<file path="src/rtl/rtc_cal_pkg.sv">
package rtc_cal_pkg;
  localparam logic [2:0] ADDR_SEC  = 3'd0;
  localparam logic [2:0] ADDR_MIN  = 3'd1;
  localparam logic [2:0] ADDR_HOUR = 3'd2;
  localparam logic [2:0] ADDR_WDAY = 3'd3;
  localparam logic [2:0] ADDR_MDAY = 3'd4;
  localparam logic [2:0] ADDR_MON  = 3'd5;
  localparam logic [2:0] ADDR_YEAR = 3'd6;
  localparam logic [2:0] ADDR_MODE = 3'd7;

  // Add one to a packed two-digit BCD value (no range wrap).
  function automatic logic [7:0] bcd_inc(input logic [7:0] v);
    if (v[3:0] >= 4'd9) return {v[7:4] + 4'd1, 4'd0};
    else                return {v[7:4], v[3:0] + 4'd1};
  endfunction

  function automatic logic [6:0] bcd_to_bin(input logic [7:0] v);
    return 7'(v[7:4]) * 7'd10 + 7'(v[3:0]);
  endfunction

  function automatic logic year_is_leap(input logic [7:0] yr);
    logic [6:0] b;
    b = bcd_to_bin(yr);
    return b[1:0] == 2'b00;
  endfunction

  function automatic logic [7:0] month_last_day(input logic [4:0] mon, input logic leap);
    case (mon)
      5'h02:                      return leap ? 8'h29 : 8'h28;
      5'h04, 5'h06, 5'h09, 5'h11: return 8'h30;
      default:                    return 8'h31;
    endcase
  endfunction
endpackage

</file>
<file path="src/rtl/rtc_subsec_div.sv">
module rtc_subsec_div #(
  parameter int SUBSEC_DIV = 4
) (
  input  logic clk,
  input  logic rst,
  input  logic tick,
  input  logic clear,
  output logic sec_tick
);
  localparam int CW = (SUBSEC_DIV > 2) ? $clog2(SUBSEC_DIV) : 1;
  localparam logic [CW-1:0] LAST = CW'(SUBSEC_DIV - 1);

  logic [CW-1:0] cnt;

  assign sec_tick = tick && !clear && (cnt == LAST);

  always_ff @(posedge clk) begin
    if (rst || clear)   cnt <= '0;
    else if (tick)      cnt <= (cnt == LAST) ? '0 : cnt + 1'b1;
  end


  div_clear_chk: assert property (@(posedge clk) disable iff (rst)
    clear |=> (cnt == '0));
endmodule

</file>
<file path="src/rtl/rtc_time_chain.sv">
module rtc_time_chain
  import rtc_cal_pkg::*;
(
  input  logic       clk,
  input  logic       rst,
  input  logic       sec_tick,
  input  logic       mode24,
  input  logic       wr_sec,
  input  logic       wr_min,
  input  logic       wr_hour,
  input  logic [7:0] wr_data,
  output logic [6:0] sec_q,
  output logic [6:0] min_q,
  output logic [5:0] hour_q,
  output logic       day_step,
  output logic       sec_pulse,
  output logic       min_pulse,
  output logic       hour_pulse
);
  logic       sec_wrap, min_wrap, hour_carry;
  logic [5:0] hour_nx;
  logic [7:0] sec_inc, min_inc, hour_inc;

  always_comb begin
    sec_inc  = bcd_inc({1'b0, sec_q});
    min_inc  = bcd_inc({1'b0, min_q});
    hour_inc = bcd_inc({3'b000, hour_q[4:0]});
    sec_wrap = sec_tick && !wr_sec && (sec_q == 7'h59);
    min_wrap = sec_wrap && !wr_min && (min_q == 7'h59);
    hour_carry = 1'b0;
    hour_nx    = hour_q;
    if (mode24) begin
      if (hour_q == 6'h23) begin
        hour_nx    = 6'h00;
        hour_carry = 1'b1;
      end else begin
        hour_inc = bcd_inc({2'b00, hour_q});
        hour_nx  = hour_inc[5:0];
      end
    end else begin
      if (hour_q[4:0] == 5'h11) begin
        hour_nx    = {~hour_q[5], 5'h12};
        hour_carry = hour_q[5];
      end else if (hour_q[4:0] == 5'h12) begin
        hour_nx = {hour_q[5], 5'h01};
      end else begin
        hour_nx = {hour_q[5], hour_inc[4:0]};
      end
    end
    day_step = min_wrap && !wr_hour && hour_carry;
  end

  always_ff @(posedge clk) begin
    if (rst) begin
      sec_q      <= 7'h00;
      min_q      <= 7'h00;
      hour_q     <= 6'h12;
      sec_pulse  <= 1'b0;
      min_pulse  <= 1'b0;
      hour_pulse <= 1'b0;
    end else begin
      sec_pulse  <= sec_tick && !wr_sec;
      min_pulse  <= sec_wrap;
      hour_pulse <= min_wrap;
      if (wr_sec)        sec_q <= wr_data[6:0];
      else if (sec_tick) sec_q <= sec_wrap ? 7'h00 : sec_inc[6:0];
      if (wr_min)        min_q <= wr_data[6:0];
      else if (sec_wrap) min_q <= min_wrap ? 7'h00 : min_inc[6:0];
      if (wr_hour)       hour_q <= wr_data[5:0];
      else if (min_wrap) hour_q <= hour_nx;
    end
  end


  sec_wrap_chk: assert property (@(posedge clk) disable iff (rst)
    (sec_tick && !wr_sec && sec_q == 7'h59) |=> (sec_q == 7'h00));

  pm_flip_chk: assert property (@(posedge clk) disable iff (rst)
    (!mode24 && min_wrap && !wr_hour && hour_q[4:0] == 5'h11) |=> (hour_q[5] != $past(hour_q[5])));

  min_pulse_chk: assert property (@(posedge clk) disable iff (rst)
    min_pulse |-> (sec_q == 7'h00 && sec_pulse));
endmodule

</file>
<file path="src/rtl/rtc_date_chain.sv">
module rtc_date_chain
  import rtc_cal_pkg::*;
(
  input  logic       clk,
  input  logic       rst,
  input  logic       day_step,
  input  logic       wr_wday,
  input  logic       wr_mday,
  input  logic       wr_mon,
  input  logic       wr_year,
  input  logic [7:0] wr_data,
  output logic [2:0] wday_q,
  output logic [5:0] mday_q,
  output logic [4:0] mon_q,
  output logic [7:0] year_q,
  output logic       century_q,
  output logic       month_pulse
);
  logic       mday_wrap, mon_wrap, year_wrap;
  logic [7:0] mday_inc, mon_inc, year_inc, last_day;

  always_comb begin
    mday_inc  = bcd_inc({2'b00, mday_q});
    mon_inc   = bcd_inc({3'b000, mon_q});
    year_inc  = bcd_inc(year_q);
    last_day  = month_last_day(mon_q, year_is_leap(year_q));
    mday_wrap = day_step && !wr_mday && ({2'b00, mday_q} == last_day);
    mon_wrap  = mday_wrap && !wr_mon && (mon_q == 5'h12);
    year_wrap = mon_wrap && !wr_year && (year_q == 8'h99);
  end

  always_ff @(posedge clk) begin
    if (rst) begin
      wday_q      <= 3'd0;
      mday_q      <= 6'h01;
      mon_q       <= 5'h01;
      year_q      <= 8'h00;
      century_q   <= 1'b0;
      month_pulse <= 1'b0;
    end else begin
      month_pulse <= mday_wrap;
      if (wr_wday)       wday_q <= wr_data[2:0];
      else if (day_step) wday_q <= (wday_q == 3'd6) ? 3'd0 : wday_q + 3'd1;
      if (wr_mday)       mday_q <= wr_data[5:0];
      else if (day_step) mday_q <= mday_wrap ? 6'h01 : mday_inc[5:0];
      if (wr_mon) begin
        mon_q     <= wr_data[4:0];
        century_q <= wr_data[7];
      end else begin
        if (mday_wrap) mon_q <= mon_wrap ? 5'h01 : mon_inc[4:0];
        if (year_wrap) century_q <= ~century_q;
      end
      if (wr_year)       year_q <= wr_data;
      else if (mon_wrap) year_q <= year_wrap ? 8'h00 : year_inc;
    end
  end


  wday_range_chk: assert property (@(posedge clk) disable iff (rst)
    (!wr_wday && wday_q <= 3'd6) |=> (wday_q <= 3'd6));

  century_flip_chk: assert property (@(posedge clk) disable iff (rst)
    (year_wrap && !wr_mon) |=> (century_q != $past(century_q)));

  month_start_chk: assert property (@(posedge clk) disable iff (rst)
    month_pulse |-> (mday_q == 6'h01));
endmodule

</file>
<file path="src/rtl/rtc_calendar_core.sv">
module rtc_calendar_core
  import rtc_cal_pkg::*;
#(
  parameter int SUBSEC_DIV = 4
) (
  input  logic       clk,
  input  logic       rst,
  input  logic       tick,
  input  logic       wr_en,
  input  logic [2:0] wr_addr,
  input  logic [7:0] wr_data,
  input  logic [2:0] rd_addr,
  output logic [7:0] rd_data,
  output logic       sec_pulse,
  output logic       min_pulse,
  output logic       hour_pulse,
  output logic       month_pulse
);
  logic       wr_sec, wr_min, wr_hour, wr_wday, wr_mday, wr_mon, wr_year, wr_mode;
  logic       sec_tick, day_step, mode24;
  logic [6:0] sec_q, min_q;
  logic [5:0] hour_q, mday_q;
  logic [2:0] wday_q;
  logic [4:0] mon_q;
  logic [7:0] year_q;
  logic       century_q;

  assign wr_sec  = wr_en && (wr_addr == ADDR_SEC);
  assign wr_min  = wr_en && (wr_addr == ADDR_MIN);
  assign wr_hour = wr_en && (wr_addr == ADDR_HOUR);
  assign wr_wday = wr_en && (wr_addr == ADDR_WDAY);
  assign wr_mday = wr_en && (wr_addr == ADDR_MDAY);
  assign wr_mon  = wr_en && (wr_addr == ADDR_MON);
  assign wr_year = wr_en && (wr_addr == ADDR_YEAR);
  assign wr_mode = wr_en && (wr_addr == ADDR_MODE);

  rtc_subsec_div #(.SUBSEC_DIV(SUBSEC_DIV)) u_div (
    .clk(clk), .rst(rst), .tick(tick), .clear(wr_sec), .sec_tick(sec_tick)
  );

  rtc_time_chain u_time (
    .clk(clk), .rst(rst), .sec_tick(sec_tick), .mode24(mode24),
    .wr_sec(wr_sec), .wr_min(wr_min), .wr_hour(wr_hour), .wr_data(wr_data),
    .sec_q(sec_q), .min_q(min_q), .hour_q(hour_q), .day_step(day_step),
    .sec_pulse(sec_pulse), .min_pulse(min_pulse), .hour_pulse(hour_pulse)
  );

  rtc_date_chain u_date (
    .clk(clk), .rst(rst), .day_step(day_step),
    .wr_wday(wr_wday), .wr_mday(wr_mday), .wr_mon(wr_mon), .wr_year(wr_year),
    .wr_data(wr_data), .wday_q(wday_q), .mday_q(mday_q), .mon_q(mon_q),
    .year_q(year_q), .century_q(century_q), .month_pulse(month_pulse)
  );

  always_ff @(posedge clk) begin
    if (rst)          mode24 <= 1'b0;
    else if (wr_mode) mode24 <= wr_data[0];
  end

  always_ff @(posedge clk) begin
    if (rst) rd_data <= 8'h00;
    else begin
      case (rd_addr)
        ADDR_SEC:  rd_data <= {1'b0, sec_q};
        ADDR_MIN:  rd_data <= {1'b0, min_q};
        ADDR_HOUR: rd_data <= {2'b00, hour_q};
        ADDR_WDAY: rd_data <= {5'b00000, wday_q};
        ADDR_MDAY: rd_data <= {2'b00, mday_q};
        ADDR_MON:  rd_data <= {century_q, 2'b00, mon_q};
        ADDR_YEAR: rd_data <= year_q;
        default:   rd_data <= {7'b0000000, mode24};
      endcase
    end
  end


  mode_read_chk: assert property (@(posedge clk) disable iff (rst)
    (rd_addr == ADDR_MODE) |=> (rd_data[7:1] == 7'b0000000));

  day_step_chk: assert property (@(posedge clk) disable iff (rst)
    day_step |-> (hour_pulse == 1'b0 && sec_tick));
endmodule

</file>
<file path="config.mk">
export PLATFORM = sky130hd
export DESIGN_NAME = rtc_calendar_core
export DESIGN_NICKNAME = d
export VERILOG_FILES = /design/src/rtl/rtc_cal_pkg.sv /design/src/rtl/rtc_subsec_div.sv /design/src/rtl/rtc_time_chain.sv /design/src/rtl/rtc_date_chain.sv /design/src/rtl/rtc_calendar_core.sv
export SDC_FILE = /design/constraint.sdc
export NUM_CORES = 1
export LEC_CHECK = 0
export BUFFER_PORTS_ARGS = -buffer_cell sky130_fd_sc_hd__buf_2
export CORE_UTILIZATION = 45
export CTS_CLUSTER_SIZE = 8
export DETAILED_ROUTE_END_ITERATION = 12
export GPL_ROUTABILITY_DRIVEN = 0
export HOLD_SLACK_MARGIN = 0.15
export PLACE_DENSITY = 0.6
export SLEW_MARGIN = 40
export SYNTH_ARGS = -nofsm -noshare
export SYNTH_HDL_FRONTEND = slang
export SYNTH_SLANG_ARGS = --single-unit
</file>
<file path="constraint.sdc">
create_clock -name clk -period 3.03 [get_ports clk]
set_clock_uncertainty 0.1 [all_clocks]
set_input_delay 0.303 -clock clk [delete_from_list [all_inputs] [get_ports clk]]
set_output_delay 0.303 -clock clk [all_outputs]
set_load 0.02 [all_outputs]
</file>
; Word level (Yosys, flattened, before mapping)
; Cells that the tools add are included.
[classes]
n_eq_ne = 29
n_reduce_logical = 55
n_mux = 40
addsub = 16
order_cmp = 6
n_mul = 1
bitwise_logic = 2
[ops]
columns = cell, count
row1 = two-way mux 6 bit, 10
row2 = two-way mux 7 bit, 8
row3 = case mux 8 bit (7 select lines), 1
row4 = two-way mux 8 bit, 4
row5 = two-way mux 5 bit, 6
row6 = "adder 4 x 1 -> 4 bit, second input constant", 7
row7 = "equality test 3 bit, second input constant", 8
row8 = "greater-or-equal comparator 4 bit, second input constant", 6
row9 = logical AND 1 bit, 22
row10 = "equality test 5 bit, second input constant", 4
row11 = nonzero test 3 bit, 6
row12 = case mux 8 bit (2 select lines), 1
row13 = nonzero test 2 bit, 8
row14 = "equality test 7 bit, second input constant", 2
row15 = "equality test 3 x 2 -> 1 bit, second input constant", 4
row16 = "equality test 5 x 3 -> 1 bit, second input constant", 2
row17 = AND reduction 2 bit, 5
row18 = "adder 3 x 1 -> 3 bit, second input constant", 3
row19 = two-way mux 3 bit, 3
row20 = equality test 6 x 8 -> 1 bit, 1
row21 = "equality test 8 bit, second input constant", 1
row22 = "adder 2 x 1 -> 2 bit, second input constant", 3
row23 = "equality test 3 x 1 -> 1 bit, second input constant", 2
row24 = "equality test 6 bit, second input constant", 1
row25 = other kinds (17), 31
[totals]
regBits = 58
out_inout_bits = 12
input_bits = 18
word_cells = 171

; Longest topological paths before layout
; Gate-level depths: netlist (run 1).
[depth]
depth_word = 20
ltp_mapped = 11
ltp_nobuf = 8

; Cells and area by module
; From an unflattened synthesis (run 1), not the netlist that was laid out.
[unflattened]
hier_cells = 495
hier_area_um2 = 4144.0
[modules_own_cells]
columns = mod, area_per_inst_um2, cells_per_inst, seq_area_each_um2, instances
row1 = rtc_date_chain, 1716.6, 208, 480.5, 1
row2 = rtc_time_chain, 1599.0, 190, 460.4, 1
row3 = rtc_calendar_core, 724.4, 88, 180.2, 1
row4 = rtc_subsec_div, 103.8, 9, 40.0, 1

; Worst setup path after synthesis (run 1)
; No wires, ideal clock.
[synth_timing]
kind = register to register
startpoint = reg u_date.mon_q[0]
endpoint = reg u_date.year_q[3]
t_arrival_ns = 2.463
setup_time_ns = 0.074
path_slack_ns = 0.392
required_time_ns = 2.856
period_less_slack_ns = 2.638
path_stages_with_launch = 10
n_path_buf = 1
cell_sequence = dfxtp_1 inv_1 ha_1 or3b_1 or4b_1 o211ai_2 nand4_2 buf_2 or4_1 a31oi_1
[synth_between]
elab_chain_cells = 12
elab_cells_between_ends = 18
classes_between = eq/ne (7) / mux (4) / reduce/logical (7)
[synth_rtl]
columns = element, line_no
row1 = start: declaration, rtc_date_chain.sv:14  ; output logic [4:0] mon_q,
row2 = start signal: assignment, rtc_date_chain.sv:47  ; mon_q <= wr_data[4:0];
row3 = start signal: assignment, rtc_date_chain.sv:50  ; if (mday_wrap) mon_q <= mon_wrap ? 5'h01 : mon_inc[4:0];
row4 = "equality test 5 x 3 -> 1 bit, or another cell as far along", rtc_cal_pkg.sv:28  ; case (mon)
row5 = OR reduction 4 bit, rtc_cal_pkg.sv:28
row6 = case mux 8 bit (2 select lines), rtc_cal_pkg.sv:28
row7 = equality test 6 x 8 -> 1 bit, rtc_date_chain.sv:27  ; mday_wrap = day_step && !wr_mday && ({2'b00, mday_q} == last_day);
row8 = logical AND 1 bit, rtc_date_chain.sv:27
row9 = logical AND 1 bit, rtc_date_chain.sv:28  ; mon_wrap = mday_wrap && !wr_mon && (mon_q == 5'h12);
row10 = logical AND 1 bit *, rtc_date_chain.sv:28
row11 = logical AND 1 bit (2 in a row), rtc_date_chain.sv:29  ; year_wrap = mon_wrap && !wr_year && (year_q == 8'h99);
row12 = two-way mux 8 bit (2 in a row), rtc_date_chain.sv:54  ; else if (mon_wrap) year_q <= year_wrap ? 8'h00 : year_inc;
row13 = two-way mux 8 bit, rtc_date_chain.sv:53  ; if (wr_year) year_q <= wr_data;
row14 = end signal: assignment, rtc_date_chain.sv:53
row15 = end signal: assignment, rtc_date_chain.sv:54
row16 = end: declaration, rtc_date_chain.sv:15  ; output logic [7:0] year_q,
; Every way passes the cells marked *; elsewhere a longest branch is shown, timed or not. The select of a mux whose other input is x is not followed.
; A chain may end at the register's enable or synchronous reset.

; Worst setup path in the final report (run 1)
[layout_timing]
startpoint = reg u_date.mon_q[1]
endpoint = reg u_date.mon_q[1]
[layout_between]
elab_chain_cells = 10
elab_cells_between_ends = 19
classes_between = add/sub (1) / order compare (1) / eq/ne (7) / mux (5) / reduce/logical (5)
[layout_rtl]
columns = element, line_no
row1 = "equality test 5 x 3 -> 1 bit, or another cell as far along", rtc_cal_pkg.sv:28
row2 = OR reduction 4 bit, rtc_cal_pkg.sv:28
row3 = case mux 8 bit (2 select lines), rtc_cal_pkg.sv:28
row4 = equality test 6 x 8 -> 1 bit, rtc_date_chain.sv:27
row5 = logical AND 1 bit, rtc_date_chain.sv:27
row6 = logical AND 1 bit (2 in a row), rtc_date_chain.sv:28
row7 = two-way mux 5 bit (2 in a row), rtc_date_chain.sv:50
row8 = two-way mux 5 bit, rtc_date_chain.sv:46  ; if (wr_mon) begin
; Several ways; a longest one is shown, not always the timed one. The select of a mux whose other input is x is not followed.

==> key figures, run 1 <==
Status
  • Status: complete, but fails checks
  • Violated checks: design-rule violations

Layout
  • Final Util: 0.524
  • Fillers: just under 900
  • Layout cells sized above 1: 0.128
  • Nets: just over 600
  • Layout Cells excl Fill: between 600 and 700
  • Area Overhead vs Synth: 12.0%
  • Antenna fix cells: 0
  • Storage cell area: 1160 um2
  • Multi-input logic area: roughly 2700 um2

Yosys
  • Synthesis warning total: 0
  • Post-Synth Adder-Cell Area: 0.0850
  • Syn nets: roughly 580
  • Largest family of logic cells by synthesized area: simple AND/OR/NAND/NOR gates
  • XOR/XNOR Fraction of Synth Area: 0.00212
  • Top-area cell type share of the netlist area: 0.282
  • Mapped Cells: roughly 530
  • Sequential cell area fraction in the yosys report: 0.282
  • Yosys reg bits: just under 60
  • Fraction of registers with async set/reset: 0
  • Mapped cell area: between 4000 and 5000 um2
  • Mux share of post-synthesis cell area: 0.0404
  • Syn Area/Cell: between 7 and 8 um2
  • Post-synthesis simple-gate area fraction: 0.299
  • Synth Area in Compound Gates: 0.235
  • Post-synth EDFFs: 0
  • Post-synth cell types: 61
  • Synth Flop Type: dfxtp_1
  • Top post-synthesis cells by area: dfxtp_1 28%, ha_1 8.5%, nor2_1 5.9%
  • Cell taking the most area after synthesis: dfxtp_1

Floorplanning
  • Num rows: 34
  • Initial Util: 0.468
  • Die area: ~9600 um2
  • I/O pins: 30
  • CORE AREA: approximately 9000 um2
  • Die W: roughly 98 um
  • Die H: 97.7 um

Min path
  • Hold Path Stages: 3
  • Hold path startpoint: tick
  • Type of the worst min-delay path: in -> reg
  • Hold EP: u_time.sec_pulse

Timing
  • Setup violators final: 0
  • Worst setup slack after layout: between 0.15 and 0.2 ns
  • Final hold viol count: 0
  • Slew headroom: 0.552
  • Final worst path period share: 0.948
  • Max Fclk: 348 MHz
  • Setup TNS: 0 ns
  • Slew @ Worst Pin: 0.668 ns
  • Crit path time final: between 2 and 3 ns
  • RSZ-0062 raised after global routing: no
  • Final Max Tran Viols: 0

Critical path
  • Setup CP Type: reg -> reg
  • Worst-path fanout max: 13
  • Startpoint types: register
  • R2r worst-path depth: 8
  • CP Capture Type: register
  • Arrival @ worst endpoint: ~3.0 ns
  • Worst R2R End: u_date.mon_q[1]
  • WP data required: 3.18 ns
  • Worst R2R Setup Slack: ~0.16 ns
  • Critical R2R Launch: u_date.mon_q[1]

Routing
  • TritonRoute pass-1 iters: 10
  • DR vias/cell: roughly 6.2
  • Final wirelength: roughly 12 mm
  • Final ANT Viol Nets: 0
  • 1st-iter DRT viols: between 200 and 300
  • Vias: between 4k and 5k
  • Routed WL per cell: about 18 um
  • # DRC: 10

Pwr
  • Max VDD drop: around 190 uV
  • Pwr/cell area: between 400 and 500 nW/um2
  • Leak pwr: approximately 1.8 nW

Clocking
  • Post-CTS Setup Bufs: 0
  • CTS H-Tree Depth: 3
  • Root Buffer: clkbuf_8
  • CTS sink count: a little under 60
  • TritonCTS Buffers: 9
  • Clock latency on the worst-skew pair: about 0.35 ns
  • CTS tree: built
  • Max Buffers Root-to-Sink: 2
  • Clock Pin Slew Worst Setup and Hold Paths: 0.06 ns

Placed design
  • DP HPWL: a little under 9 mm
  • Dpl ws: about 0.085 ns
  • Placed Cells incl. Taps: about 660
  • # port buffers: 29

Global routing
  • First-pass GRT wire length: 20.1 mm
  • Initial antenna violation count: 0
  • Total GRT Usage: 0.265
  • Largest net degree at the start of global routing: 30
  • Remaining Overflow, GRT: 0
  • Number of global-route vias before repair: ~3.8k

Run
  • Max Cap Viol: 0
[critical path, stage by stage, from the launching register on]
cell      delay [ns]
dfxtp_1         0.43
ha_1            0.24
or3b_1          0.37
or4b_1          0.49
o211ai_2        0.17
nand3_4         0.14
buf_4           0.22
or3_1           0.38
a311oi_1        0.25
[area by class of cell]
cell class	count	area share
inverters	27	0.0219
clock buffers	12	0.0358
well taps	108	0.0293
repair buffers	45	0.0574
clock inverters	4	0.0106
flip-flops and latches	58	0.251
multi-input cells	417	0.594
[cell usage in the layout (no fill, tap or decap), types with 3 or more instances in the layout]
master,instances
o21ai_0,26
and3_1,6
a211o_1,3
nand4bb_1,4
nor4b_1,3
buf_2,29
a31oi_1,13
nor3b_1,7
nor2b_1,8
o211ai_1,4
nand4_1,5
inv_1,27
nor4_1,6
nor2_1,65
buf_4,16
or4_1,7
o22a_1,3
a311oi_1,13
o31ai_1,10
o22ai_1,4
mux2i_1,11
clkbuf_8,12
and2_1,4
nor3_1,10
nand2_1,50
dfxtp_1,58
a211oi_1,12
a22oi_1,7
a21oi_1,25
ha_1,28
nand3_1,24
nand3b_1,4
nand4b_1,3
mux2_2,3
or3_1,6
a221oi_1,4
nand2b_1,6
[per-stage QoR]
stage	hold slack (ns)	power, W	area, um2
after floorplan	0.321	0.00100	4120
after global placement	0.382	0.00108	4390
after detailed placement	0.399	0.00109	4390
after CTS	0.165	0.00186	4600
after global routing	0.183	0.00192	4620
final	0.170	0.00185	4620
[how the worst max path moves through the flow]
| stage | startpoint | endpoint | slack, ns |
|---|---|---|---|
| after detailed placement | u_date.mon_q[1] | u_date.year_q[2] | 0.09 |
| after floorplan | u_date.mon_q[0] | u_date.year_q[3] | 0.39 |
| final | u_date.mon_q[1] | u_date.mon_q[1] | 0.16 |
| after global routing | u_date.mon_q[1] | u_date.mon_q[1] | 0.004 |
| after global placement | u_date.mon_q[1] | u_date.year_q[2] | 0.20 |
| after CTS | u_date.mon_q[1] | u_date.year_q[2] | 0.09 |
[power by group]
group          switching (W)  total (W)  internal (W)
registers          0.0000411   0.000831      0.000790
clock network       0.000328   0.000773      0.000446
logic               0.000152   0.000244     0.0000918
total               0.000521    0.00185       0.00133
[registers in the layout (all words and copies together) (netlist names)]
signal,count
rd_data,8
u_time.hour_pulse,1
u_date.month_pulse,1
u_date.mday_q,6
u_time.min_pulse,1
u_div.cnt,2
mode24,1
u_date.wday_q,3
u_date.year_q,8
u_time.hour_q,6
u_time.sec_pulse,1
u_time.sec_q,7
u_date.century_q,1
u_time.min_q,7
u_date.mon_q,5
[synthesized netlist by cell type (3+ instances only)]
master,count
a211o_1,3
a211oi_1,12
a21oi_1,25
a221oi_1,4
a22oi_1,7
a311oi_1,13
a31oi_1,13
and2_1,4
and3_1,6
clkbuf_1,25
dfxtp_1,58
ha_1,28
inv_1,27
mux2_2,3
mux2i_1,11
nand2_1,50
nand2b_1,6
nand3_1,24
nand3b_1,4
nand4_1,5
nand4b_1,3
nand4bb_1,4
nor2_1,65
nor2b_1,8
nor3_1,10
nor3b_1,7
nor4_1,6
nor4b_1,3
o211ai_1,4
o21ai_0,26
o22a_1,3
o22ai_1,4
o31ai_1,11
or3_1,6
or4_1,7
[layer usage]
| metal | routed length [um] | vias up | track usage |
|---|---|---|---|
| li1 | - | 2027 | - |
| met1 | 5740 | 1972 | 0.379 |
| met2 | 5310 | 133 | 0.404 |
| met3 | 810 | 18 | 0.0379 |
| met4 | 214 | 0 | 0.0967 |
| met5 | 0 | - | 0 |
[logic make-up (layout without fill, tap and decap cells)]
| kind of cell | count (synthesis) | after routing |
|---|---|---|
| XOR/XNOR | 1 | 1 |
| flip-flops | 58 | 58 |
| multiplexers | 15 | 15 |
| adder cells (fa/ha/maj) | 28 | 28 |
| AO/OA/AOI/OAI | 142 | 142 |
| AND/OR/NAND/NOR | 231 | 231 |
| buffers and inverters | 58 | 88 |
[what timing repair did]
action | in CTS | in global routing
resized for setup | 0 | 1
hold buffers | 0 | 0
endpoints found under the setup margin | 0 | 2
Note: power is estimated with default switching activity, not from simulation.
==> inputs of run 2 (changes only) <==
--- a/config.mk
+++ b/config.mk
@@ -6,6 +6,7 @@
 export NUM_CORES = 1
 export LEC_CHECK = 0
 export BUFFER_PORTS_ARGS = -buffer_cell sky130_fd_sc_hd__buf_2
+export CORE_MARGIN = 2
 export CORE_UTILIZATION = 45
 export CTS_CLUSTER_SIZE = 8
 export DETAILED_ROUTE_END_ITERATION = 12
==> constraint.sdc (replaced) <==
create_clock -name clk -period 3.6 [get_ports clk]
set_clock_uncertainty 0.1 [all_clocks]
set_input_delay 0.36 -clock clk [delete_from_list [all_inputs] [get_ports clk]]
set_output_delay 0.36 -clock clk [all_outputs]
set_load 0.02 [all_outputs]
==> key figures, run 2 (same netlist as run 1, synthesis figures left out) <==
Global routing
  • Number of global-route vias before repair: 3887
  • First-pass GRT wire length: approximately 20 mm
  • Remaining Overflow, GRT: 0
  • Initial antenna violation count: 0
  • Largest net degree at the start of global routing: 38
  • Total GRT Usage: 0.260

Layout
  • Storage cell area: around 1200 um2
  • Antenna fix cells: 0
  • Area Overhead vs Synth: 10.1%
  • Layout cells sized above 1: 0.110
  • Most frequent cells in the layout: 65 x nor2_1, 58 x dfxtp_1, 50 x nand2_1
  • Biggest regs: rd_data: 8 flops, u_date.year_q: 8 flops
  • Design area: around 4500 um2
  • Fillers: slightly below 900
  • Layout Cells excl Fill: about 660
  • Multi-input logic area: ~2700 um2
  • Most common cell after layout, fill and taps aside: nor2_1
  • Nets: just under 600

Floorplanning
  • Die area: ~9900 um2
  • Die H: 99.7 um
  • Num rows: 34
  • Die W: 99.7 um
  • Initial Util: 0.468
  • I/O pins: 30
  • CORE AREA: around 8800 um2

Min path
  • Hold Path Stages: 3
  • Hold path startpoint: tick
  • Type of the worst min-delay path: in -> reg

Critical path
  • Startpoint types: register
  • Critical Path End: u_date.year_q[2]
  • CP Capture Type: register
  • Worst path slowest cell: or4_1
  • Critical R2R Launch: u_date.mon_q[0]
  • Crit. Startpoint: u_date.mon_q[0]
  • WP data required: between 3 and 4 ns
  • Worst R2R End: u_date.year_q[2]
  • Crit-path cells: inv_1 > ha_1 > or3b_1 > or4b_1 > o211ai_2 > nand4_2 > or4_1 > a311oi_1
  • Max incr delay on CP: roughly 0.53 ns
  • Setup CP Type: reg -> reg
  • Worst R2R Setup Slack: 0.58 ns
  • Worst-path fanout max: 12
  • Arrival @ worst endpoint: approximately 3.2 ns
  • R2r worst-path depth: 8

Pwr
  • Pwr/cell area: approximately 350 nW/um2
  • Leak pwr: between 1.5 and 2 nW
  • Max VDD drop: around 140 uV

Timing
  • Hold_ws: 0.212 ns
  • Final Max Tran Viols: 0
  • Final worst path period share: 0.838
  • Slew @ Worst Pin: about 0.81 ns
  • Setup violators final: 0
  • Crit path time final: 3.02 ns
  • Max Fclk: approximately 330 MHz
  • RSZ-0062 raised after global routing: no
  • Final hold viol count: 0
  • Worst setup slack after layout: ~0.58 ns
  • Slew headroom: 0.454
  • Setup TNS: 0 ns

Clocking
  • Post-CTS Setup Bufs: 0
  • Root Buffer: clkbuf_8
  • Hold_buf cts: 0
  • CTS resizes: 0
  • Max Buffers Root-to-Sink: 2
  • Clock Pin Slew Worst Setup and Hold Paths: 0.07 ns
  • CTS sink count: between 50 and 60
  • CTS H-Tree Depth: 3
  • TritonCTS Buffers: 9
  • Clock latency on the worst-skew pair: 0.35 ns
  • CTS tree: built

Placed design
  • DP HPWL: 8.85 mm
  • Cell Area, Placed: between 4000 and 5000 um2
  • Placed Cells incl. Taps: between 600 and 700
  • Dpl ws: 0.663 ns
  • # port buffers: 29

Run
  • Max Cap Viol: 0

Routing
  • Final ANT Viol Nets: 0
  • DR vias/cell: approximately 6.3
  • 1st-iter DRT viols: 323
  • Vias: just over 4k
  • Routed WL per cell: around 19 um
  • TritonRoute pass-1 iters: 5
  • # DRC: 0
  • Final wirelength: 12.5 mm

Status
  • Status: finished, final reports clean
run 2: layout make-up:
cell class / instances / area share
clock buffer: 11 / 0.0311
clock inverter: 5 / 0.0171
inverter: 27 / 0.0223
multi-input combinational: 417 / 0.601
sequential: 58 / 0.256
tap: 108 / 0.0298
timing repair buffer: 36 / 0.0435
run 2: how the worst min path moves through the flow:
stage,endpoint
2_1_floorplan,u_div.cnt[1]
6_report,u_time.sec_pulse
5_1_grt,u_time.sec_pulse
4_1_cts,u_time.sec_pulse
3_3_place_gp,u_div.cnt[1]
3_5_place_dp,u_date.century_q
run 2: per-stage QoR:
step	power, W	utilization
2_1_floorplan	0.000842	-
3_3_place_gp	0.000909	0.491
3_5_place_dp	0.000912	0.491
4_1_cts	0.00160	0.516
5_1_grt	0.00166	0.516
6_report	0.00159	0.516
run 2: per-layer routing:
metal | wire length [um] | global-route usage | vias to the layer above | share of wire
met3 | 690 | 0.0330 | 28 | 0.055
met4 | 271 | 0.0759 | 0 | 0.022
met5 | 0 | 0 | - | 0
met1 | 6070 | 0.376 | 1965 | 0.49
met2 | 5460 | 0.406 | 156 | 0.44
li1 | - | - | 2007 | -
run 2: worst max-delay path: cells and delay by family (launching register included):
| family | cells | cell delay [ns] |
|---|---|---|
| buffers and inverters | 1 | 0.11 |
| and+or+nand+nor | 4 | 1.72 |
| adders and majority gates | 1 | 0.19 |
| AOI/OAI and AO/OA | 2 | 0.43 |
| DFF | 1 | 0.38 |
run 2: power by group:
group / internal [W] / total (W) / switching (W)
Combinational: 0.0000745 / 0.000202 / 0.000128
Sequential: 0.000665 / 0.000701 / 0.0000362
Clock: 0.000407 / 0.000688 / 0.000282
